### src/rtl/pgd_pkg.sv
package pgd_pkg;

    typedef enum logic [1:0] {
        ST_DEBOUNCE = 2'd0,
        ST_HOLDOFF  = 2'd1,
        ST_GOOD     = 2'd2
    } pgd_stage_t;

    typedef struct packed {
        logic sense_ok;
        logic rails_ok;
        logic no_fault;
        logic enabled;
    } pgd_cond_t;

    function automatic int unsigned cnt_width(input int unsigned limit);
        return (limit > 1) ? $clog2(limit) : 1;
    endfunction

    function automatic logic cond_all(input pgd_cond_t c);
        return c.sense_ok & c.rails_ok & c.no_fault & c.enabled;
    endfunction

endpackage

### src/rtl/pgd_qualify.sv
module pgd_qualify
    import pgd_pkg::*;
#(
    parameter int unsigned NUM_RAILS = 3
) (
    input  logic                 pgi_ok,
    input  logic [NUM_RAILS-1:0] rail_ok,
    input  logic                 fault,
    input  logic                 supply_on,
    output pgd_cond_t            cond,
    output logic                 qualified
);

    always_comb begin
        cond.sense_ok = pgi_ok;
        cond.rails_ok = &rail_ok;
        cond.no_fault = ~fault;
        cond.enabled  = supply_on;
        qualified     = cond_all(cond);
    end

endmodule

### src/rtl/pgd_tick_counter.sv
module pgd_tick_counter
    import pgd_pkg::*;
#(
    parameter int unsigned LIMIT = 73
) (
    input  logic clk,
    input  logic rst,
    input  logic clr,
    input  logic adv,
    output logic done
);

    localparam int unsigned W = cnt_width(LIMIT);
    localparam logic [W-1:0] LAST = W'(LIMIT - 1);

    logic [W-1:0] cnt_q;

    assign done = adv && (cnt_q == LAST);

    always_ff @(posedge clk) begin
        if (rst || clr) begin
            cnt_q <= '0;
        end else if (adv) begin
            cnt_q <= done ? '0 : cnt_q + 1'b1;
        end
    end

endmodule

### src/rtl/pgd_sequencer.sv
module pgd_sequencer
    import pgd_pkg::*;
(
    input  logic       clk,
    input  logic       rst,
    input  logic       qualified,
    input  logic       deb_done,
    input  logic       hold_done,
    output pgd_stage_t stage
);

    pgd_stage_t stage_d;

    always_comb begin
        stage_d = stage;
        if (!qualified) begin
            stage_d = ST_DEBOUNCE;
        end else begin
            unique case (stage)
                ST_DEBOUNCE: if (deb_done)  stage_d = ST_HOLDOFF;
                ST_HOLDOFF:  if (hold_done) stage_d = ST_GOOD;
                ST_GOOD:     stage_d = ST_GOOD;
                default:     stage_d = ST_DEBOUNCE;
            endcase
        end
    end

    always_ff @(posedge clk) begin
        if (rst) stage <= ST_DEBOUNCE;
        else     stage <= stage_d;
    end

endmodule

### src/rtl/pg_delay_gen.sv
module pg_delay_gen
    import pgd_pkg::*;
#(
    parameter int unsigned NUM_RAILS  = 3,
    parameter int unsigned DEB_TICKS  = 73,
    parameter int unsigned HOLD_TICKS = 300000
) (
    input  logic                 clk,
    input  logic                 rst,
    input  logic                 tick,
    input  logic                 pgi_ok,
    input  logic [NUM_RAILS-1:0] rail_ok,
    input  logic                 fault,
    input  logic                 supply_on,
    output logic                 pg_out
);

    pgd_cond_t  cond;
    logic       qualified;
    pgd_stage_t stage;
    logic       deb_done;
    logic       hold_done;
    logic       in_deb;
    logic       in_hold;

    pgd_qualify #(.NUM_RAILS(NUM_RAILS)) u_qual (
        .pgi_ok    (pgi_ok),
        .rail_ok   (rail_ok),
        .fault     (fault),
        .supply_on (supply_on),
        .cond      (cond),
        .qualified (qualified)
    );

    assign in_deb  = (stage == ST_DEBOUNCE);
    assign in_hold = (stage == ST_HOLDOFF);

    pgd_tick_counter #(.LIMIT(DEB_TICKS)) u_deb_cnt (
        .clk  (clk),
        .rst  (rst),
        .clr  (!qualified || !in_deb),
        .adv  (qualified && in_deb && tick),
        .done (deb_done)
    );

    pgd_tick_counter #(.LIMIT(HOLD_TICKS)) u_hold_cnt (
        .clk  (clk),
        .rst  (rst),
        .clr  (!qualified || !in_hold),
        .adv  (qualified && in_hold && tick),
        .done (hold_done)
    );

    pgd_sequencer u_seq (
        .clk       (clk),
        .rst       (rst),
        .qualified (qualified),
        .deb_done  (deb_done),
        .hold_done (hold_done),
        .stage     (stage)
    );

    assign pg_out = (stage == ST_GOOD) && cond_all(cond);

endmodule

### config.mk
export PLATFORM = sky130hd
export DESIGN_NAME = pg_delay_gen
export DESIGN_NICKNAME = d
export VERILOG_FILES = /design/src/rtl/pgd_pkg.sv /design/src/rtl/pgd_qualify.sv /design/src/rtl/pgd_tick_counter.sv /design/src/rtl/pgd_sequencer.sv /design/src/rtl/pg_delay_gen.sv
export SDC_FILE = /design/constraint.sdc
export NUM_CORES = 1
export LEC_CHECK = 0
export ABC_CLOCK_PERIOD_IN_PS = 1700
export BUFFER_PORTS_ARGS = -buffer_cell sky130_fd_sc_hd__buf_4
export CORE_ASPECT_RATIO = 1.2
export CORE_MARGIN = 3
export CORE_UTILIZATION = 30
export CTS_BUF_LIST = sky130_fd_sc_hd__clkbuf_4 sky130_fd_sc_hd__clkbuf_8 sky130_fd_sc_hd__clkbuf_16
export DETAILED_ROUTE_END_ITERATION = 8
export GPL_TIMING_DRIVEN = 0
export PLACE_DENSITY = 0.43
export SYNTH_ARGS = -nofsm -noshare
export SYNTH_HDL_FRONTEND = slang
export SYNTH_SLANG_ARGS = --single-unit
### constraint.sdc
create_clock -name clk -period 1.7 [get_ports clk]
set_input_delay 0.51 -clock clk [delete_from_list [all_inputs] [get_ports clk]]
set_output_delay 0.51 -clock clk [all_outputs]
set_load 0.005 [all_outputs]
---- Word-level counts from Yosys, hierarchy flattened ----
Cells that the tools add are included.
storage, ports and cells
  flip-flop bits (word level) ............. 28
  input bits .............................. 9
  output and inout port bits .............. 1
  word-level logic and storage cells ...... 39
cells by class
  add/sub/neg operators ................... 2
  equal/unequal tests ..................... 6
  multiplexer cells ....................... 5
  bitwise logic cells ..................... 5
  reductions and logical operators ........ 18
operator list
  cell                                                                     count
  19-bit by 1-bit adder with 19-bit output, second input constant          1
  19-bit equality test, second input constant                              1
  19-bit 2-to-1 mux                                                        1
  7-bit by 1-bit adder with 7-bit output, second input constant            1
  7-bit equality test, second input constant                               1
  1-bit logical AND                                                        7
  7-bit 2-to-1 mux                                                         1
  2-bit one-hot mux with 3 select lines                                    1
  1-bit logical OR                                                         4
  2-bit 2-to-1 mux                                                         2
  2-bit by 1-bit inequality test with 1-bit output, second input constant  2
  1-bit bitwise AND                                                        3
  1-bit logical NOT                                                        3
  3-bit AND reduction                                                      1
  2-bit by 1-bit equality test with 1-bit output, second input constant    1
  2-bit equality test, second input constant                               1
  2-bit logical NOT                                                        1
  1-bit NOT                                                                2
  2-bit AND reduction                                                      1
  2-bit OR reduction                                                       1

---- Depth between registers and ports, before layout ----
  depth in word-level cells ............... 9
  mapped depth ............................ 8

---- Modules after synthesis ----
Synthesis repeated with hierarchy kept, for this count alone.
second synthesis, totals
  cell total of the unflattened synthesis .. 175
  area total of the unflattened synthesis .. 1562.7 um^2
by module, submodules not included
  module                         times used  cells each  area an instance (um^2)  sequential area each (um^2)
  pgd_tick_counter (u_hold_cnt)  1           106         980.9                    380.4
  pgd_tick_counter (u_deb_cnt)   1           41          351.6                    140.1
  pgd_sequencer                  1           16          145.1                    40.0
  pg_delay_gen                   1           7           46.3                     0.0
  pgd_qualify                    1           5           38.8                     0.0

---- Worst setup path after synthesis ----
OpenSTA, ideal clock, no wires.
  path kind ............................... input-to-reg
  start point ............................. input port fault
  end point ............................... register u_hold_cnt.cnt_q[13]
  setup time .............................. 0.117 ns
  data arrival time ....................... 1.654 ns
  required time ........................... 1.583 ns
  path slack .............................. -0.071 ns
  stages .................................. 5
  path through ............................ nand3b_1 or3_1 nor4_2 xnor2_1 nor2_1
on the way
  cells in the longest elaborated chain, start to end .. 7
  elaborated cells on any way between the ends .. 10
  classes of those cells .................. mux (1); bitwise (3); reduce/logical (6)
RTL lines
  item                               RTL line                source
  from (decl)                        pg_delay_gen.sv:13      input logic fault,
  1-bit NOT *                        pgd_qualify.sv:17       cond.no_fault = ~fault;
  1-bit bitwise AND * (2 in series)  pgd_pkg.sv:21           return c.sense_ok & c.rails_ok & c.no_fault & c.enabled;
  1-bit logical AND (2 in series)    pg_delay_gen.sv:50      .adv (qualified && in_hold && tick),
  1-bit logical AND                  pgd_tick_counter.sv:18  assign done = adv && (cnt_q == LAST);
  19-bit 2-to-1 mux                  pgd_tick_counter.sv:24  cnt_q <= done ? '0 : cnt_q + 1'b1;
  to (signal assigned)               pgd_tick_counter.sv:24
  to (decl)                          pgd_tick_counter.sv:16  logic [W-1:0] cnt_q;
Every way passes the cells marked *; elsewhere a longest branch is shown, timed or not.
A chain may end at the register's enable or synchronous reset.

---- Worst setup path in the final report ----
  start point ............................. register u_hold_cnt.cnt_q[0]
  end point ............................... register u_hold_cnt.cnt_q[8]
on the way
  cells in the longest elaborated chain, start to end .. 3
  elaborated cells on any way between the ends .. 4
  classes of those cells .................. add/sub (1); eq/ne (1); mux (1); reduce/logical (1)
RTL lines
  item                                                                                              RTL line
  parallel branches: the longest is 2 deep, another holds 19-bit by 1-bit adder with 19-bit output  -
  19-bit 2-to-1 mux *                                                                               pgd_tick_counter.sv:24
Mark *: on every way between the ends.

==> results.toml <==
[sta]
grt_setup_unrepaired = "true"
setup_violations = 0
fin_setup_tns_ns = 0
period_share_pct = 99.47
fmax_mhz = 591.3
maxSlewViolCount = 0
tightestPinTransition_ns = 0.3504
whs_ns = 0.4974
fin_ws_ns = 0.008948
slew-limit-headroom_pct = 76.54
fin_crit_ns = 1.691
hold_viol = 0
skew_ns = 0.002725

[critical_path]
end_kind = "flip-flop"
crit_path_max_fanout = 4
path_class = "flip-flop to flip-flop"
required_ns = 1.91
reg2regPathDepth = 6
startpoint_type = "flip-flop"
arrival_ns = 1.90

[clock_tree]
clockBufferDepth = 2
cts_num_sinks = 28
h-tree-depth = 1
cts_buffers = 3
cts.clk_slew.worst_paths_ns = 0.09
cts-hold-fix-buffers = 0
root_buffer = "clkbuf_8"
clock_latency_ns = 0.27
cts_tree = "yes"

[hold_path]
min_path_type = "flip-flop to flip-flop"
hold_path_depth = 2

[synthesis]
synth.net_count = 193
ys_ff_latch = 28
syn-cell-area_sq_mm = 0.001531
async_reset_ff_share_pct = 0
syn_inst = 177
yosysSeqAreaShare_pct = 36.60
synth.area.top_cells = "dfxtp_1 (37%), nor2_1 (7.6%), ha_1 (5.7%), xnor2_1 (5.7%), nand2_1 (5.6%)"
ys_warn_count = 0
synth_top_cell_by_area = "dfxtp_1"
synth_area_per_cell_sq_um = 8.652
yosysUniqueCellTypes = 39
synthDominantCellAreaShare_pct = 36.60
synth_edf_count = 0
synth_flop_cell = "dfxtp_1"

[placed_design]
dp_slack_ns = -0.4959
io_buffers = 9
gp_congestion = 0.7785
placed_cell_area_sq_mm = 0.001677
dpl.hpwl_microns = 2540
dp.cells = 244

[global_route]
grt_pass1_wl_microns = 5775
grt_max_degree = 15
grt_pass1_vias = 1303
grtUsageTotal_pct = 11.84
antenna_found_initial = 0
gr-total-overflow = 0

[pwr]
p_per_area_mw_per_mm2 = 522.7
p_total_mw = 1.044
cellLeakagePower_nw = 0.6955
peakVddDrop_uv = 215.9

[drt]
drcViolationCount = 0
vias_per_cell = 5.034
wirelength_microns = 3551
ant_nets = 0
vias = 1324
wire_per_inst_microns = 13.50
first_pass_iters = 4
dr.first_iter.drc_count = 45

[die]
dieHeight_microns = 84.27
io-pin-count = 10
std_cell_rows = 27
die-area_sq_mm = 0.006002
initial_utilization_pct = 32.15
core_sq_mm = 0.004763
die_w_microns = 71.23

[cells_and_area]
nets = 223
mostFrequentLayoutCells = "nor2_1 (31), nand2_1 (22), buf_4 (22), dfxtp_1 (19), xnor2_1 (10)"
layout_commonest_cell = "nor2_1"
syn2layout_area_growth_pct = 30.39
instances_no_fill = 263
drive_above_1_share_pct = 30.24
diodes = 0
postLayoutCellArea_sq_mm = 0.001997
fillCellCount = 465
finish.utilization_pct = 41.92

[status]
status = "completed"

[flow_run]
drv_cap = 0
## sequential cells by signal, indices dropped and copies added, names as in the netlist
register,count
u_hold_cnt.cnt_q,19
u_deb_cnt.cnt_q,7
u_seq.stage,2
## worst paths after layout
path | from | end | slack (ns)
setup / recovery | u_hold_cnt.cnt_q[0]$_SDFFE_PP0P_ | u_hold_cnt.cnt_q[8]$_SDFFE_PP0P_ | 0.009
hold / removal | u_seq.stage[0]$_SDFFE_PP0P_ | u_seq.stage[0]$_SDFFE_PP0P_ | 0.50
setup reg to reg | u_hold_cnt.cnt_q[0]$_SDFFE_PP0P_ | u_hold_cnt.cnt_q[8]$_SDFFE_PP0P_ | 0.009
hold reg to reg | u_seq.stage[0]$_SDFFE_PP0P_ | u_seq.stage[0]$_SDFFE_PP0P_ | 0.50
## worst max-delay path, stage by stage, from the launching register on
cell and delay [ns]:
dfxtp_4 0.38, ha_4 0.16, inv_4 0.04, nor4_4 0.37, nand2b_1 0.13, or3b_1 0.40
a21oi_2 0.14
## layout make-up
class                   count  area (sq um)  share of cell area, %
flip-flops and latches     28         579.3                  29.01
repair buffers             25         198.9                  9.962
multi-input cells         143          1072                  53.70
inverters                   5         21.27                  1.065
clock buffers               3         41.29                  2.068
plain buffers               1         11.26                 0.5639
well taps                  58         72.57                  3.634
## routing by layer
metal  track usage (%)  vias to the layer above  share of wire (%)
met4             5.299                        0                1.4
met3             2.156                        4                1.7
met1             13.26                      635                 44
met5                 0                        -                  0
li1                  -                      674                  -
met2             21.32                       11                 53
## Yosys cell counts, drive strengths merged, types with 2 or more instances
library cell and instances:
nor2 31, dfxtp 28, nand2 24, xnor2 10
nand4 8, xor2 8, ha 7, nand3 7
a21oi 6, nor3 6, inv 5, and3 4
nor4 4, nand4b 3, or3b 3, and4 2
mux2i 2, nand4bb 2, nor4b 2, o21ai 2
## where the power goes
part           total, mW  switching, mW  leakage (nW)  internal, mW
Sequential         0.650     0.00000327         0.231         0.650
Combinational     0.0355         0.0162         0.443        0.0193
Clock              0.358          0.199        0.0216         0.159
Total               1.04          0.215         0.695         0.829
## what timing repair did
item,4_1_cts,5_1_grt
pin swaps,6,8
resized for setup,12,28
buffers inserted,8,8
endpoints found under the setup margin,28,19
## kinds of logic after synthesis
logic type,synth area share [%]
flip-flops,36.60
XOR/XNOR,10.29
AND/OR/NAND/NOR,39.05
adder cells (fa/ha/maj),5.719
multiplexers,2.042
AO/OA/AOI/OAI,4.739
buffers and inverters,1.552
Power figures use the tool's default switching activity.
